--- src/rtl/quad_dac_pkg.sv ---
package quad_dac_pkg;
  // control word field positions (decoded by the enable logic)
  localparam int CTRL_SEL_BIT = 11;
  localparam int CTRL_VAL_BIT = 15;

  typedef struct packed {
    logic lo;
    logic hi;
  } stage_sel_t;
endpackage

--- src/rtl/dac_wr_decode.sv ---
module dac_wr_decode
  import quad_dac_pkg::*;
#(
  parameter int NUM_CH     = 4,
  parameter int ADDR_W     = 8,
  parameter int STAGE_BASE = 'h00,
  parameter int LOAD_ADDR  = 'h10,
  parameter int CTRL_ADDR  = 'h40
) (
  input  logic              wr_en,
  input  logic [ADDR_W-1:0] wr_addr,
  output stage_sel_t [NUM_CH-1:0] stage_sel,
  output logic              load_hit,
  output logic              ctrl_hit
);
  for (genvar c = 0; c < NUM_CH; c++) begin : g_ch
    localparam int LO_A = STAGE_BASE + 2 * c;
    localparam int HI_A = STAGE_BASE + 2 * c + 1;
    always_comb begin
      stage_sel[c].lo = wr_en && (wr_addr == ADDR_W'(LO_A));
      stage_sel[c].hi = wr_en && (wr_addr == ADDR_W'(HI_A));
    end
  end

  always_comb begin
    load_hit = wr_en && (wr_addr == ADDR_W'(LOAD_ADDR));
    ctrl_hit = wr_en && (wr_addr == ADDR_W'(CTRL_ADDR));
  end
endmodule

--- src/rtl/dac_channel.sv ---
module dac_channel #(
  parameter int CODE_W = 12,
  parameter int LO_W   = 8,
  localparam int HI_W  = CODE_W - LO_W
) (
  input  logic              clk,
  input  logic              rst,
  input  logic              lo_wr,
  input  logic              hi_wr,
  input  logic              commit,
  input  logic [LO_W-1:0]   din_lo,
  input  logic [HI_W-1:0]   din_hi,
  output logic [CODE_W-1:0] code
);
  logic [LO_W-1:0] stage_lo;
  logic [HI_W-1:0] stage_hi;

  // staging pair
  always_ff @(posedge clk) begin
    if (rst) begin
      stage_lo <= '0;
      stage_hi <= '0;
    end else begin
      if (lo_wr) stage_lo <= din_lo;
      if (hi_wr) stage_hi <= din_hi;
    end
  end

  // output register feeding the converter
  always_ff @(posedge clk) begin
    if (rst)         code <= '0;
    else if (commit) code <= {stage_hi, stage_lo};
  end
endmodule

--- src/rtl/dac_enable_ctrl.sv ---
module dac_enable_ctrl #(
  parameter int NUM_CH = 4
) (
  input  logic              clk,
  input  logic              rst,
  input  logic              ctrl_hit,
  input  logic              cmd_sel,
  input  logic              cmd_val,
  output logic [NUM_CH-1:0] sw_en
);
  logic take;
  assign take = ctrl_hit && cmd_sel;

  // one flop per switch, all loaded from the same command
  for (genvar c = 0; c < NUM_CH; c++) begin : g_sw
    always_ff @(posedge clk) begin
      if (rst)       sw_en[c] <= 1'b0;
      else if (take) sw_en[c] <= cmd_val;
    end
  end
endmodule

--- src/rtl/quad_dac_regs.sv ---
module quad_dac_regs
  import quad_dac_pkg::*;
#(
  parameter int NUM_CH     = 4,
  parameter int CODE_W     = 12,
  parameter int LO_W       = 8,
  parameter int ADDR_W     = 8,
  parameter int DATA_W     = 16,
  parameter int STAGE_BASE = 'h00,
  parameter int LOAD_ADDR  = 'h10,
  parameter int CTRL_ADDR  = 'h40,
  localparam int HI_W      = CODE_W - LO_W,
  localparam int BUS_W     = NUM_CH * CODE_W
) (
  input  logic              clk,
  input  logic              rst,
  input  logic              wr_en,
  input  logic [ADDR_W-1:0] wr_addr,
  input  logic [DATA_W-1:0] wr_data,
  output logic [BUS_W-1:0]  dac_code,
  output logic [NUM_CH-1:0] sw_en
);
  stage_sel_t [NUM_CH-1:0] stage_sel;
  logic load_hit;
  logic ctrl_hit;
  logic unused_data;

  assign unused_data = ^wr_data;

  dac_wr_decode #(
    .NUM_CH(NUM_CH), .ADDR_W(ADDR_W), .STAGE_BASE(STAGE_BASE),
    .LOAD_ADDR(LOAD_ADDR), .CTRL_ADDR(CTRL_ADDR)
  ) u_dec (
    .wr_en(wr_en), .wr_addr(wr_addr),
    .stage_sel(stage_sel), .load_hit(load_hit), .ctrl_hit(ctrl_hit)
  );

  for (genvar c = 0; c < NUM_CH; c++) begin : g_chan
    dac_channel #(.CODE_W(CODE_W), .LO_W(LO_W)) u_chan (
      .clk(clk), .rst(rst),
      .lo_wr(stage_sel[c].lo), .hi_wr(stage_sel[c].hi),
      .commit(load_hit),
      .din_lo(wr_data[LO_W-1:0]), .din_hi(wr_data[HI_W-1:0]),
      .code(dac_code[c*CODE_W +: CODE_W])
    );
  end

  dac_enable_ctrl #(.NUM_CH(NUM_CH)) u_en (
    .clk(clk), .rst(rst), .ctrl_hit(ctrl_hit),
    .cmd_sel(wr_data[CTRL_SEL_BIT]), .cmd_val(wr_data[CTRL_VAL_BIT]),
    .sw_en(sw_en)
  );
endmodule

--- config.mk ---
export PLATFORM = sky130hd
export DESIGN_NAME = quad_dac_regs
export DESIGN_NICKNAME = d
export VERILOG_FILES = /design/src/rtl/quad_dac_pkg.sv /design/src/rtl/dac_wr_decode.sv /design/src/rtl/dac_channel.sv /design/src/rtl/dac_enable_ctrl.sv /design/src/rtl/quad_dac_regs.sv
export SDC_FILE = /design/constraint.sdc
export NUM_CORES = 1
export LEC_CHECK = 0
export ABC_AREA = 1
export BUFFER_PORTS_ARGS = -buffer_cell sky130_fd_sc_hd__buf_2
export CAP_MARGIN = 10
export CORE_AREA = 2 2 112 114
export CTS_CLUSTER_SIZE = 16
export DETAILED_ROUTE_END_ITERATION = 8
export DIE_AREA = 0 0 114 116
export GPL_TIMING_DRIVEN = 1
export HOLD_SLACK_MARGIN = 0.1
export SYNTH_ARGS = -nofsm -noshare
export SYNTH_HDL_FRONTEND = slang
export SYNTH_SLANG_ARGS = --single-unit
--- constraint.sdc ---
create_clock -name clk -period 1.25 [get_ports clk]
set_input_delay 0.125 -clock clk [delete_from_list [all_inputs] [get_ports clk]]
set_output_delay 0.125 -clock clk [all_outputs]
set_load 0.03 [all_outputs]
==> run_results.csv <==
group,metric,value,unit
run_status,outcome,"completed",
clocking,post_cts_resized,0,
synthesis,ys_seq_elements,97,
synthesis,yosysTopAreaCellShare,47.55,%
clocking,ctsHoldBuffers,0,
critical_path,rr_worst_depth,4,
timing,rsz0062_at_grt,"no",
critical_path,crit_path_start,"u_en.sw_en[0]",
critical_path,worst-path-buf-inv,1,
clocking,cts_inserted_buffers,9,
placed_design,dp_slack,-0.007575,ns
critical_path,cp_slowest_cell,"dfxtp_1",
synthesis,netlist_area,4084,um^2
synthesis,synth.most_common_cell,"nor2_1",
critical_path,cp_max_fo,5,
timing,report.final.slew_viol_count,0,
finish,drive_gt1_share,16.64,%
synthesis,synthTopCellsByCount,"nor2_1, nand2_1, dfxtp_1, inv_1, nand3_1",
critical_path,cpLargestDelayFamily,"flip-flops",
critical_path,reg2reg_slack,0.58,ns
clocking,post_cts_buffers,0,
power,p_total,6.410,mW
worst_hold_path,hp-class,"in -> reg",
timing,tns,0,ns
timing,fin_crit,1.069,ns
critical_path,r2r_end,"g_chan[0].u_chan.code[4]",
route,dr.pass1.iters,4,
global_route,grt_usage,14.39,%
route,vias_per_cell,4.495,
placed_design,dpl.hpwl,6108,um
synthesis,synth_largest_area_cell,"dfxtp_1",
timing,finalCritPeriodShare,85.53,%
clocking,clock-sinks,97,
floorplanning,die_w,114,um
worst_hold_path,hold-path-cell-count,5,
power,p_leak,2.207,nW
global_route,grt_pass1_vias,3490,
synthesis,syn-instance-count,614,
route,drc_errors,0,
floorplanning,fp.coreArea,11910,um^2
critical_path,slowest_delay,0.38,ns
global_route,grt_pass1_wl,15220,um
timing,whs,0.1231,ns
flow_run,drv_cap,0,
placed_design,gp_congestion,0.8213,
synthesis,yosys_most_used_dff,"dfxtp_1",
worst_hold_path,min_from,"wr_data[15]",
critical_path,path_cells,"buf_2",
critical_path,endpoint_kind,"output pin",
synthesis,synth.area.top_cells,"dfxtp_1, nor2_1, nand2_1",
route,routed_wl,9063,um
finish,fin_util,41.93,%
critical_path,critPathRequiredTime,1.12,ns
critical_path,reg2reg_from,"g_chan[0].u_chan.stage_lo[4]",
clocking,cts.clk_slew.worst_paths,0.06,ns
placed_design,place.port_buffers,72,
synthesis,ys_warn_count,0,
synthesis,synth-seq-area-share,47.55,%
floorplanning,die_area,13220,um^2
timing,fin_skew,0.004873,ns
clocking,clkLatencyLatePin,0.34,ns
power,peakVddDrop,566.2,uV
timing,worstMarginPinSlew,0.4036,ns
floorplanning,placementRows,40,
timing,relSlewSlack,73.06,%
global_route,grt_antenna_before_repair,0,
power,p_per_area,1283,nW/um^2
timing,finalHoldViolCount,0,
timing,setup_viol,0,
route,detail_route.wl_per_cell,10.89,um
worst_hold_path,hold_end,"u_en.sw_en[0]",
clocking,cts_buffer_depth,2,
global_route,grt_start_max_net_pins,55,
critical_path,worstSetupStartpointType,"register",
floorplanning,io_pins,79,
finish,areaGrowthSynthToFinish,22.30,%
route,postRouteAntennaNets,0,
route,drt_iter0_markers,154,
timing,fin_ws,0.1809,ns
floorplanning,initial_core_util,34.29,%
critical_path,cp.arrival,0.94,ns
route,routed-via-count,3740,
clocking,cts-htree-levels,3,
finish,diodes,0,
synthesis,synth_nets,641,
timing,max_freq,935.4,MHz
clocking,cts_tree,"yes",
floorplanning,die_y,116,um
finish,nNetsFinal,708,
synthesis,synth.distinct_cells,16,
clocking,cts_root_buffer,"clkbuf_16",
critical_path,crit_type,"reg -> out",
synthesis,avgSynthCellArea,6.651,um^2
global_route,overflow,0,
synthesis,async_flop_share,0,%
synthesis,synth_edf_count,0,
[where the power goes]
part	switching [mW]	internal (mW)
Sequential	0.00340	3.10
Combinational	0.226	0.113
Clock	1.12	1.85
Total	1.35	5.06
[worst max-delay path by stage]
stage,to,depth (start not counted)
3_5_place_dp,g_chan[2].u_chan.code[4],8
3_3_place_gp,g_chan[0].u_chan.code[4],8
6_report,sw_en[1],1
5_1_grt,sw_en[1],1
4_1_cts,sw_en[0],1
2_1_floorplan,g_chan[0].u_chan.stage_hi[0],7
[cell type report]
class / count / area [um^2]
Clock inverter: 4 / 76.32
Sequential cell: 97 / 1942
Inverter: 66 / 247.7
Tap cell: 147 / 183.9
Timing Repair Buffer: 90 / 570.5
Multi-Input combinational cell: 417 / 1722
Clock buffer: 11 / 252.7
Fill cell: 1331 / 6917
[state kept, by name (all words and copies together) (netlist names)]
| signal | flops |
|---|---|
| u_en.sw_en | 1 |
| g_chan.u_chan.stage_lo | 32 |
| g_chan.u_chan.stage_hi | 16 |
| g_chan.u_chan.code | 48 |
[cells in the final DEF, fill, tap and decap left out]
cell and n:
inv_1 65, clkbuf_16 9, clkinv_4 1, nand3_1 52
inv_2 1, nand4_1 1, buf_4 12, clkinvlp_4 1
nand2_1 154, clkbuf_8 2, nor2_4 3, dfxtp_1 97
nor3_2 2, bufinv_16 2, nand3b_2 1, buf_2 72
buf_12 6, a21oi_1 33, nor2_1 169, nor2_2 2
[cells by family (layout without fill, tap and decap cells)]
family | after synthesis | after routing | share of synthesized area [%]
AOI/OAI and AO/OA | 33 | 33 | 4.044
DFF | 97 | 97 | 47.55
and+or+nand+nor | 384 | 384 | 38.11
buffers and inverters | 100 | 171 | 10.29
[routing by layer]
metal	share of wire, %	wire (um)	GRT usage (%)
met5	0	0	0
met2	47	4290	25.56
met1	46	4181	16.71
met4	1.5	135	5.854
met3	5.0	456	3.452
[per-stage QoR]
step / std cells / area [um^2]
after global placement: 817 / 4666
final: 832 / 4995
after CTS: 832 / 4995
after detailed placement: 817 / 4666
after floorplan: 614 / 4084
after global routing: 832 / 4995
No activity file was read; power rests on OpenSTA's default activity.
